`config.mk`:
```
export PLATFORM = sky130hd
export DESIGN_NAME = usbep_irq_agg
export DESIGN_NICKNAME = d
export VERILOG_FILES = /design/src/rtl/usbep_pkg.sv /design/src/rtl/usbep_flag_bank.sv /design/src/rtl/usbep_summary.sv /design/src/rtl/usbep_regport.sv /design/src/rtl/usbep_irq_agg.sv
export SDC_FILE = /design/constraint.sdc
export NUM_CORES = 1
export LEC_CHECK = 0
export BUFFER_PORTS_ARGS = -buffer_cell sky130_fd_sc_hd__buf_4
export CAP_MARGIN = 20
export CORE_MARGIN = 2
export CORE_UTILIZATION = 55
export DETAILED_ROUTE_END_ITERATION = 12
export PLACE_DENSITY = 0.93
export SETUP_SLACK_MARGIN = 0.3
export SYNTH_ARGS = -nofsm -noshare
export SYNTH_HDL_FRONTEND = slang
export SYNTH_HIERARCHICAL = 1
export SYNTH_SLANG_ARGS = --single-unit
```
`constraint.sdc`:
```
create_clock -name clk -period 7.1 [get_ports clk]
set_clock_uncertainty 0.2 [all_clocks]
set_input_delay 0.355 -clock clk [delete_from_list [all_inputs] [get_ports clk]]
set_output_delay 0.355 -clock clk [all_outputs]
set_load 0.01 [all_outputs]
```
`src/rtl/usbep_pkg.sv`:
```
package usbep_pkg;
  localparam int EPW    = 16;   // status word width per endpoint
  localparam int REG_DW = 32;
  localparam int REG_AW = 6;

  // bit positions inside an endpoint status word
  localparam int B_XFER    = 0;
  localparam int B_DISABLE = 1;
  localparam int B_BUSERR  = 2;
  localparam int B_TIMEOUT = 3;
  localparam int B_TKNEMPT = 4;
  localparam int B_TKNMIS  = 5;
  localparam int B_NAKEFF  = 6;
  localparam int B_TXFE    = 7;
  localparam int B_UNDRN   = 8;
  localparam int B_BNA     = 9;
  localparam int B_DROP    = 11;
  localparam int B_BABBLE  = 12;
  localparam int B_NAK     = 13;
  localparam int B_NYET    = 14;

  localparam logic [EPW-1:0] IN_VALID  = 16'h7BFF;
  localparam logic [EPW-1:0] OUT_VALID = 16'h7A07;
  localparam logic [EPW-1:0] NO_MASK   = 16'h0001 << B_DROP;

  // register map: addr[5:4] selects region, addr[3:0] selects entry
  localparam logic [1:0] RGN_CTRL = 2'd0;
  localparam logic [1:0] RGN_IN   = 2'd1;
  localparam logic [1:0] RGN_OUT  = 2'd2;
  localparam logic [3:0] A_SUMMARY = 4'd0;
  localparam logic [3:0] A_GLOBAL  = 4'd1;
  localparam logic [3:0] A_INMSK   = 4'd2;
  localparam logic [3:0] A_OUTMSK  = 4'd3;
endpackage

```
`src/rtl/usbep_flag_bank.sv`:
```
module usbep_flag_bank
  import usbep_pkg::*;
#(
  parameter logic [15:0] VALID      = 16'h7BFF,
  parameter bit          HAS_FIFO   = 1'b1,
  parameter int          FIFO_DEPTH = 16,
  parameter int          FILL_W     = 5
) (
  input  logic              clk,
  input  logic              rst,
  input  logic [EPW-1:0]    evt,
  input  logic [EPW-1:0]    clr,
  input  logic              cnak,
  input  logic              dma_en,
  input  logic              sg_en,
  input  logic              full_only,
  input  logic [FILL_W-1:0] fill,
  output logic [EPW-1:0]    flags
);
  localparam logic [EPW-1:0]    STICKY = VALID & ~(16'h0001 << B_TXFE);
  localparam logic [FILL_W-1:0] HALF   = FILL_W'(FIFO_DEPTH / 2);

  logic [EPW-1:0] gate, set_v, clr_v, sticky_q;
  logic           empty_q, empty_cond;

  always_comb begin
    gate            = '0;
    gate[B_BUSERR]  = !dma_en;
    gate[B_TIMEOUT] = sg_en;
    gate[B_BNA]     = !sg_en;
    set_v           = evt & STICKY & ~gate;
    clr_v           = clr | (EPW'(cnak) << B_NAKEFF);
  end

  always_ff @(posedge clk) begin
    if (rst) sticky_q <= '0;
    else     sticky_q <= ((sticky_q & ~clr_v) | set_v) & STICKY;
  end

  assign empty_cond = HAS_FIFO && (full_only ? (fill == '0) : (fill <= HALF));

  always_ff @(posedge clk) begin
    if (rst) empty_q <= HAS_FIFO;
    else     empty_q <= empty_cond;
  end

  assign flags = sticky_q | ((EPW'(empty_q) << B_TXFE) & VALID);

  // a bit neither strobed nor cleared keeps its value
  assert_hold_R2: assert property (@(posedge clk) disable iff (rst)
    ((evt == '0) && (clr == '0) && !cnak) |=> ((flags & STICKY) == $past(flags & STICKY)));

  // a qualified strobe always lands, even against a clear
  assert_set_wins_R3: assert property (@(posedge clk) disable iff (rst)
    (set_v != '0) |=> ((flags & $past(set_v)) == $past(set_v)));

  assert_buserr_gate_R9: assert property (@(posedge clk) disable iff (rst)
    (!flags[B_BUSERR] && !dma_en) |=> !flags[B_BUSERR]);

  assert_timeout_gate_R10: assert property (@(posedge clk) disable iff (rst)
    (!flags[B_TIMEOUT] && sg_en) |=> !flags[B_TIMEOUT]);

  assert_empty_level_R5: assert property (@(posedge clk) disable iff (rst)
    (HAS_FIFO && (fill == '0)) |=> flags[B_TXFE]);

  assert_cnak_clear_R11: assert property (@(posedge clk) disable iff (rst)
    (cnak && !evt[B_NAKEFF]) |=> !flags[B_NAKEFF]);
endmodule

```
`src/rtl/usbep_summary.sv`:
```
module usbep_summary
  import usbep_pkg::*;
#(
  parameter int NUM_IN_EP  = 4,
  parameter int NUM_OUT_EP = 4
) (
  input  logic [NUM_IN_EP*EPW-1:0]  in_flags,
  input  logic [NUM_OUT_EP*EPW-1:0] out_flags,
  input  logic [EPW-1:0]            in_mask,
  input  logic [EPW-1:0]            out_mask,
  output logic [REG_DW-1:0]         summary,
  output logic                      in_irq,
  output logic                      out_irq
);
  logic [15:0] in_bits, out_bits;

  for (genvar n = 0; n < 16; n++) begin : g_in
    if (n < NUM_IN_EP) begin : g_act
      assign in_bits[n] = |(in_flags[n*EPW +: EPW] & in_mask);
    end else begin : g_none
      assign in_bits[n] = 1'b0;
    end
  end

  for (genvar n = 0; n < 16; n++) begin : g_out
    if (n < NUM_OUT_EP) begin : g_act
      assign out_bits[n] = |(out_flags[n*EPW +: EPW] & out_mask);
    end else begin : g_none
      assign out_bits[n] = 1'b0;
    end
  end

  assign summary = {out_bits, in_bits};
  assign in_irq  = |in_bits;
  assign out_irq = |out_bits;
endmodule

```
`src/rtl/usbep_regport.sv`:
```
module usbep_regport
  import usbep_pkg::*;
#(
  parameter int NUM_IN_EP  = 4,
  parameter int NUM_OUT_EP = 4
) (
  input  logic                      clk,
  input  logic                      rst,
  input  logic [REG_AW-1:0]         reg_addr,
  input  logic                      reg_wr,
  input  logic [REG_DW-1:0]         reg_wdata,
  input  logic                      reg_rd,
  output logic [REG_DW-1:0]         reg_rdata,
  input  logic [NUM_IN_EP*EPW-1:0]  in_flags,
  input  logic [NUM_OUT_EP*EPW-1:0] out_flags,
  input  logic [REG_DW-1:0]         summary,
  input  logic                      in_irq,
  input  logic                      out_irq,
  output logic [EPW-1:0]            in_mask,
  output logic [EPW-1:0]            out_mask,
  output logic [NUM_IN_EP*EPW-1:0]  in_clr,
  output logic [NUM_OUT_EP*EPW-1:0] out_clr
);
  localparam logic [EPW-1:0] IN_MSK_OK  = IN_VALID & ~NO_MASK;
  localparam logic [EPW-1:0] OUT_MSK_OK = OUT_VALID & ~NO_MASK;

  logic [1:0]        rgn;
  logic [3:0]        idx;
  logic [REG_DW-1:0] rd_mux;
  logic              wdata_hi_unused;

  assign rgn             = reg_addr[5:4];
  assign idx             = reg_addr[3:0];
  assign wdata_hi_unused = ^reg_wdata[REG_DW-1:EPW];

  for (genvar n = 0; n < NUM_IN_EP; n++) begin : g_inclr
    assign in_clr[n*EPW +: EPW] =
      (reg_wr && rgn == RGN_IN && idx == 4'(n)) ? reg_wdata[EPW-1:0] : '0;
  end

  for (genvar n = 0; n < NUM_OUT_EP; n++) begin : g_outclr
    assign out_clr[n*EPW +: EPW] =
      (reg_wr && rgn == RGN_OUT && idx == 4'(n)) ? reg_wdata[EPW-1:0] : '0;
  end

  always_ff @(posedge clk) begin
    if (rst) begin
      in_mask  <= '0;
      out_mask <= '0;
    end else if (reg_wr && rgn == RGN_CTRL) begin
      if (idx == A_INMSK)  in_mask  <= reg_wdata[EPW-1:0] & IN_MSK_OK;
      if (idx == A_OUTMSK) out_mask <= reg_wdata[EPW-1:0] & OUT_MSK_OK;
    end
  end

  always_comb begin
    rd_mux = '0;
    case (rgn)
      RGN_CTRL: begin
        case (idx)
          A_SUMMARY: rd_mux = summary;
          A_GLOBAL:  rd_mux = {30'b0, out_irq, in_irq};
          A_INMSK:   rd_mux = {16'b0, in_mask};
          A_OUTMSK:  rd_mux = {16'b0, out_mask};
          default:   rd_mux = '0;
        endcase
      end
      RGN_IN: begin
        for (int n = 0; n < NUM_IN_EP; n++)
          if (idx == 4'(n)) rd_mux = {16'b0, in_flags[n*EPW +: EPW]};
      end
      RGN_OUT: begin
        for (int n = 0; n < NUM_OUT_EP; n++)
          if (idx == 4'(n)) rd_mux = {16'b0, out_flags[n*EPW +: EPW]};
      end
      default: rd_mux = '0;
    endcase
  end

  always_ff @(posedge clk) begin
    if (rst)         reg_rdata <= '0;
    else if (reg_rd) reg_rdata <= rd_mux;
    else             reg_rdata <= '0;
  end

  assert_rd_idle_R12: assert property (@(posedge clk) disable iff (rst)
    !reg_rd |=> (reg_rdata == '0));

  assert_mask_drop_R6: assert property (@(posedge clk) disable iff (rst)
    reg_wr |=> (!in_mask[B_DROP] && !out_mask[B_DROP]));
endmodule

```
`src/rtl/usbep_irq_agg.sv`:
```
module usbep_irq_agg
  import usbep_pkg::*;
#(
  parameter int NUM_IN_EP  = 4,
  parameter int NUM_OUT_EP = 4,
  parameter int FIFO_DEPTH = 16,
  localparam int FILL_W    = $clog2(FIFO_DEPTH + 1)
) (
  input  logic                         clk,
  input  logic                         rst,
  input  logic [REG_AW-1:0]            reg_addr,
  input  logic                         reg_wr,
  input  logic [REG_DW-1:0]            reg_wdata,
  input  logic                         reg_rd,
  output logic [REG_DW-1:0]            reg_rdata,
  input  logic [NUM_IN_EP*EPW-1:0]     in_evt,
  input  logic [NUM_OUT_EP*EPW-1:0]    out_evt,
  input  logic [NUM_IN_EP-1:0]         in_cnak,
  input  logic                         dma_en,
  input  logic                         sg_en,
  input  logic                         txe_full_only,
  input  logic [NUM_IN_EP*FILL_W-1:0]  in_fifo_fill,
  output logic                         in_ep_irq,
  output logic                         out_ep_irq
);
  logic [NUM_IN_EP*EPW-1:0]  in_flags, in_clr;
  logic [NUM_OUT_EP*EPW-1:0] out_flags, out_clr;
  logic [EPW-1:0]            in_mask, out_mask;
  logic [REG_DW-1:0]         summary;

  for (genvar n = 0; n < NUM_IN_EP; n++) begin : g_in_ep
    usbep_flag_bank #(
      .VALID(IN_VALID), .HAS_FIFO(1'b1),
      .FIFO_DEPTH(FIFO_DEPTH), .FILL_W(FILL_W)
    ) u_bank (
      .clk(clk), .rst(rst),
      .evt(in_evt[n*EPW +: EPW]), .clr(in_clr[n*EPW +: EPW]),
      .cnak(in_cnak[n]), .dma_en(dma_en), .sg_en(sg_en),
      .full_only(txe_full_only), .fill(in_fifo_fill[n*FILL_W +: FILL_W]),
      .flags(in_flags[n*EPW +: EPW])
    );
  end

  for (genvar n = 0; n < NUM_OUT_EP; n++) begin : g_out_ep
    usbep_flag_bank #(
      .VALID(OUT_VALID), .HAS_FIFO(1'b0),
      .FIFO_DEPTH(FIFO_DEPTH), .FILL_W(FILL_W)
    ) u_bank (
      .clk(clk), .rst(rst),
      .evt(out_evt[n*EPW +: EPW]), .clr(out_clr[n*EPW +: EPW]),
      .cnak(1'b0), .dma_en(dma_en), .sg_en(sg_en),
      .full_only(txe_full_only), .fill('0),
      .flags(out_flags[n*EPW +: EPW])
    );
  end

  usbep_summary #(.NUM_IN_EP(NUM_IN_EP), .NUM_OUT_EP(NUM_OUT_EP)) u_sum (
    .in_flags(in_flags), .out_flags(out_flags),
    .in_mask(in_mask), .out_mask(out_mask),
    .summary(summary), .in_irq(in_ep_irq), .out_irq(out_ep_irq)
  );

  usbep_regport #(.NUM_IN_EP(NUM_IN_EP), .NUM_OUT_EP(NUM_OUT_EP)) u_regs (
    .clk(clk), .rst(rst),
    .reg_addr(reg_addr), .reg_wr(reg_wr), .reg_wdata(reg_wdata),
    .reg_rd(reg_rd), .reg_rdata(reg_rdata),
    .in_flags(in_flags), .out_flags(out_flags),
    .summary(summary), .in_irq(in_ep_irq), .out_irq(out_ep_irq),
    .in_mask(in_mask), .out_mask(out_mask),
    .in_clr(in_clr), .out_clr(out_clr)
  );

  assert_out_irq_source_R8: assert property (@(posedge clk) disable iff (rst)
    out_ep_irq |-> ((out_flags & {NUM_OUT_EP{out_mask}}) != '0));

  assert_in_irq_source_R7: assert property (@(posedge clk) disable iff (rst)
    in_ep_irq |-> ((in_flags & {NUM_IN_EP{in_mask}}) != '0));
endmodule

```
==> flow_summary.json <==
{
  "gp_congestion": 0.977,
  "cts_resized": 0,
  "die_w_um": 128,
  "setup_viol": 0,
  "cts.htree.levels": 4,
  "area_growth_pct": 29.8,
  "cts-buffers-inserted": 17,
  "grt_pass1_vias": 8013,
  "path_class": "flip-flop to primary output",
  "netSwitchingFraction_pct": 26.3,
  "drt_iter0_drc": 1151,
  "diodes": 0,
  "num_rows": 45,
  "cp.arrival_ns": 2.61,
  "drv_slew": 0,
  "insertion_delay_ns": 0.45,
  "rsz0062_at_grt": "no",
  "track_usage_pct": 33.4,
  "power_density_nw_per_um2": 195,
  "power_switching_mw": 0.558,
  "pwr-share-clk_pct": 43.8,
  "final_cells": 1359,
  "place_hpwl_um": 16500,
  "r2r_start": "u_regs/in_mask[5]$_SDFFE_PP0P_",
  "syn_area_um2": 8390,
  "avgSynthCellArea_um2": 9.02,
  "die_area_um2": 16300,
  "leakage_nw": 4.70,
  "min_from": "out_evt[18]",
  "io_buffer_count": 168,
  "min_period_ns": 3.17,
  "tns_ns": 0,
  "clkTransAtPathRegs_ns": 0.06,
  "firstDrtPassIters": 6,
  "hold_depth": 3,
  "crit_required_ns": 6.55,
  "grt_pass1_wl_um": 41800,
  "die_height_um": 128,
  "reg2reg_depth": 7,
  "post-route-period-util_pct": 44.6,
  "cts_tree": "done",
  "reg2reg_slack_ns": 4.01,
  "p_int_mw": 1.56,
  "cp-end-kind": "primary output",
  "yosysWarningCount": 6,
  "reg2reg_to": "u_regs/reg_rdata[0]$_SDFF_PP0_",
  "grt_antenna_before_repair": 0,
  "combPwrFrac_pct": 15.3,
  "hold_path_end": "g_out_ep[1].u_bank/flags[2]$_SDFF_PP0_",
  "ctsLongestPathBuffers": 2,
  "seqPwrFrac_pct": 40.9,
  "routed_wl_um": 26900,
  "dp_cells": 1236,
  "maxCapViolCount": 0,
  "coreArea_um2": 15000,
  "fillers": 952,
  "vdd_drop_max_mv": 0.188,
  "hold_class": "primary input to flip-flop",
  "via_per_inst": 5.89,
  "syn_inst": 931,
  "cts.sinks": 140,
  "wl_per_cell_um": 19.8,
  "worstMarginPinSlew_ns": 1.17,
  "maxSlewHeadroom_pct": 21.8,
  "timing.fmax_ghz": 0.316,
  "status": "finished, final reports clean",
  "drc": 0,
  "grt.overflow.total": 0,
  "crit_fanout": 6,
  "drive_gt1_share_pct": 30.2,
  "ant_nets": 0,
  "root_buffer": "clkbuf_16",
  "hold_violations": 0,
  "vias": 8011,
  "start_kind": "flip-flop",
  "initial_core_util_pct": 55.8,
  "final_nets": 1355,
  "grt_max_degree": 88,
  "ios": 231
}
-- state kept, by name, indices dropped and copies added, names as in the netlist --
register                 cells
u_regs/in_mask              13
g_in_ep.u_bank/empty_q       4
g_in_ep.u_bank/sticky_q     52
u_regs/out_mask              7
u_regs/reg_rdata            32
g_out_ep.u_bank/flags       32
-- layout make-up --
| type | instances | area, µm² | share of cell area, % |
|---|---|---|---|
| multi-input combinational | 676 | 4820 | 44.2 |
| sequential | 140 | 2800 | 25.7 |
| timing repair buffer | 263 | 2200 | 20.2 |
| clock buffer | 20 | 447 | 4.10 |
| tap | 188 | 235 | 2.16 |
| inverter | 60 | 225 | 2.07 |
| clock inverter | 12 | 163 | 1.49 |
-- repair_timing --
action,4_1_cts,5_1_grt
hold buffers,91,0
setup buffers,0,0
endpoints found under the setup margin,0,0
hold endpoints to repair,91,0
-- cell usage in the layout (no fill, tap or decap), types with 30 or more instances in the layout --
| cell | count |
|---|---|
| a21oi_1 | 53 |
| dlygate4sd3_1 | 91 |
| dfxtp_1 | 140 |
| nand2b_4 | 32 |
| conb_1 | 76 |
| inv_1 | 60 |
| o22ai_1 | 33 |
| and2_1 | 101 |
| a22o_1 | 30 |
| buf_4 | 172 |
| nor2_1 | 76 |
| mux2_2 | 60 |
| a21oi_2 | 32 |
-- critical path, stage by stage (launching register included) --
cell	delay [ns]
dfxtp_1	0.40
a22o_1	0.25
a221oi_1	0.39
nand4_1	0.28
or4_1	0.66
buf_4	0.19
-- how the worst max path moves through the flow --
stage                                                    end                      startpoint  slack (ns)
floorplan                     u_regs/reg_rdata[0]$_SDFF_PP0_  u_regs/in_mask[5]$_SDFFE_PP0P_        4.65
global placement    g_in_ep[2].u_bank/sticky_q[6]$_SDFF_PP0_                     reg_addr[1]        3.85
detailed placement  g_in_ep[2].u_bank/sticky_q[6]$_SDFF_PP0_                     reg_addr[1]        3.70
CTS                                                in_ep_irq  u_regs/in_mask[5]$_SDFFE_PP0P_        4.09
global route                                       in_ep_irq  u_regs/in_mask[5]$_SDFFE_PP0P_        3.86
finish                                             in_ep_irq  u_regs/in_mask[5]$_SDFFE_PP0P_        3.93
-- stage by stage --
| step | power (mW) | utilization, % | hold WS [ns] | instance area (µm²) | setup WS (ns) |
|---|---|---|---|---|---|
| floorplan | 1.06 | - | 0.224 | 8640 | 4.65 |
| global placement | 1.14 | 62.4 | 0.273 | 9380 | 3.85 |
| detailed placement | 1.14 | 62.4 | 0.281 | 9380 | 3.70 |
| CTS | 2.09 | 72.5 | 0.00534 | 10900 | 4.09 |
| global route | 2.18 | 72.5 | 0.0232 | 10900 | 3.86 |
| finish | 2.12 | 72.5 | 0.00755 | 10900 | 3.93 |
-- power by group through the flow --
stage | clock network [mW] | registers, mW | logic [mW]
floorplan | 0 | 0.868 | 0.191
global placement | 0 | 0.879 | 0.256
detailed placement | 0 | 0.881 | 0.263
CTS | 0.925 | 0.864 | 0.304
global route | 0.964 | 0.870 | 0.344
finish | 0.928 | 0.866 | 0.325
-- layer usage --
metal,up-vias,global-route usage (%),wire (µm)
li1,3554,-,-
met1,3696,38.0,9370
met2,599,56.1,12900
met3,162,8.50,2860
met4,0,20.7,1780
met5,-,0,0
Note: power is estimated with default switching activity, not from simulation.
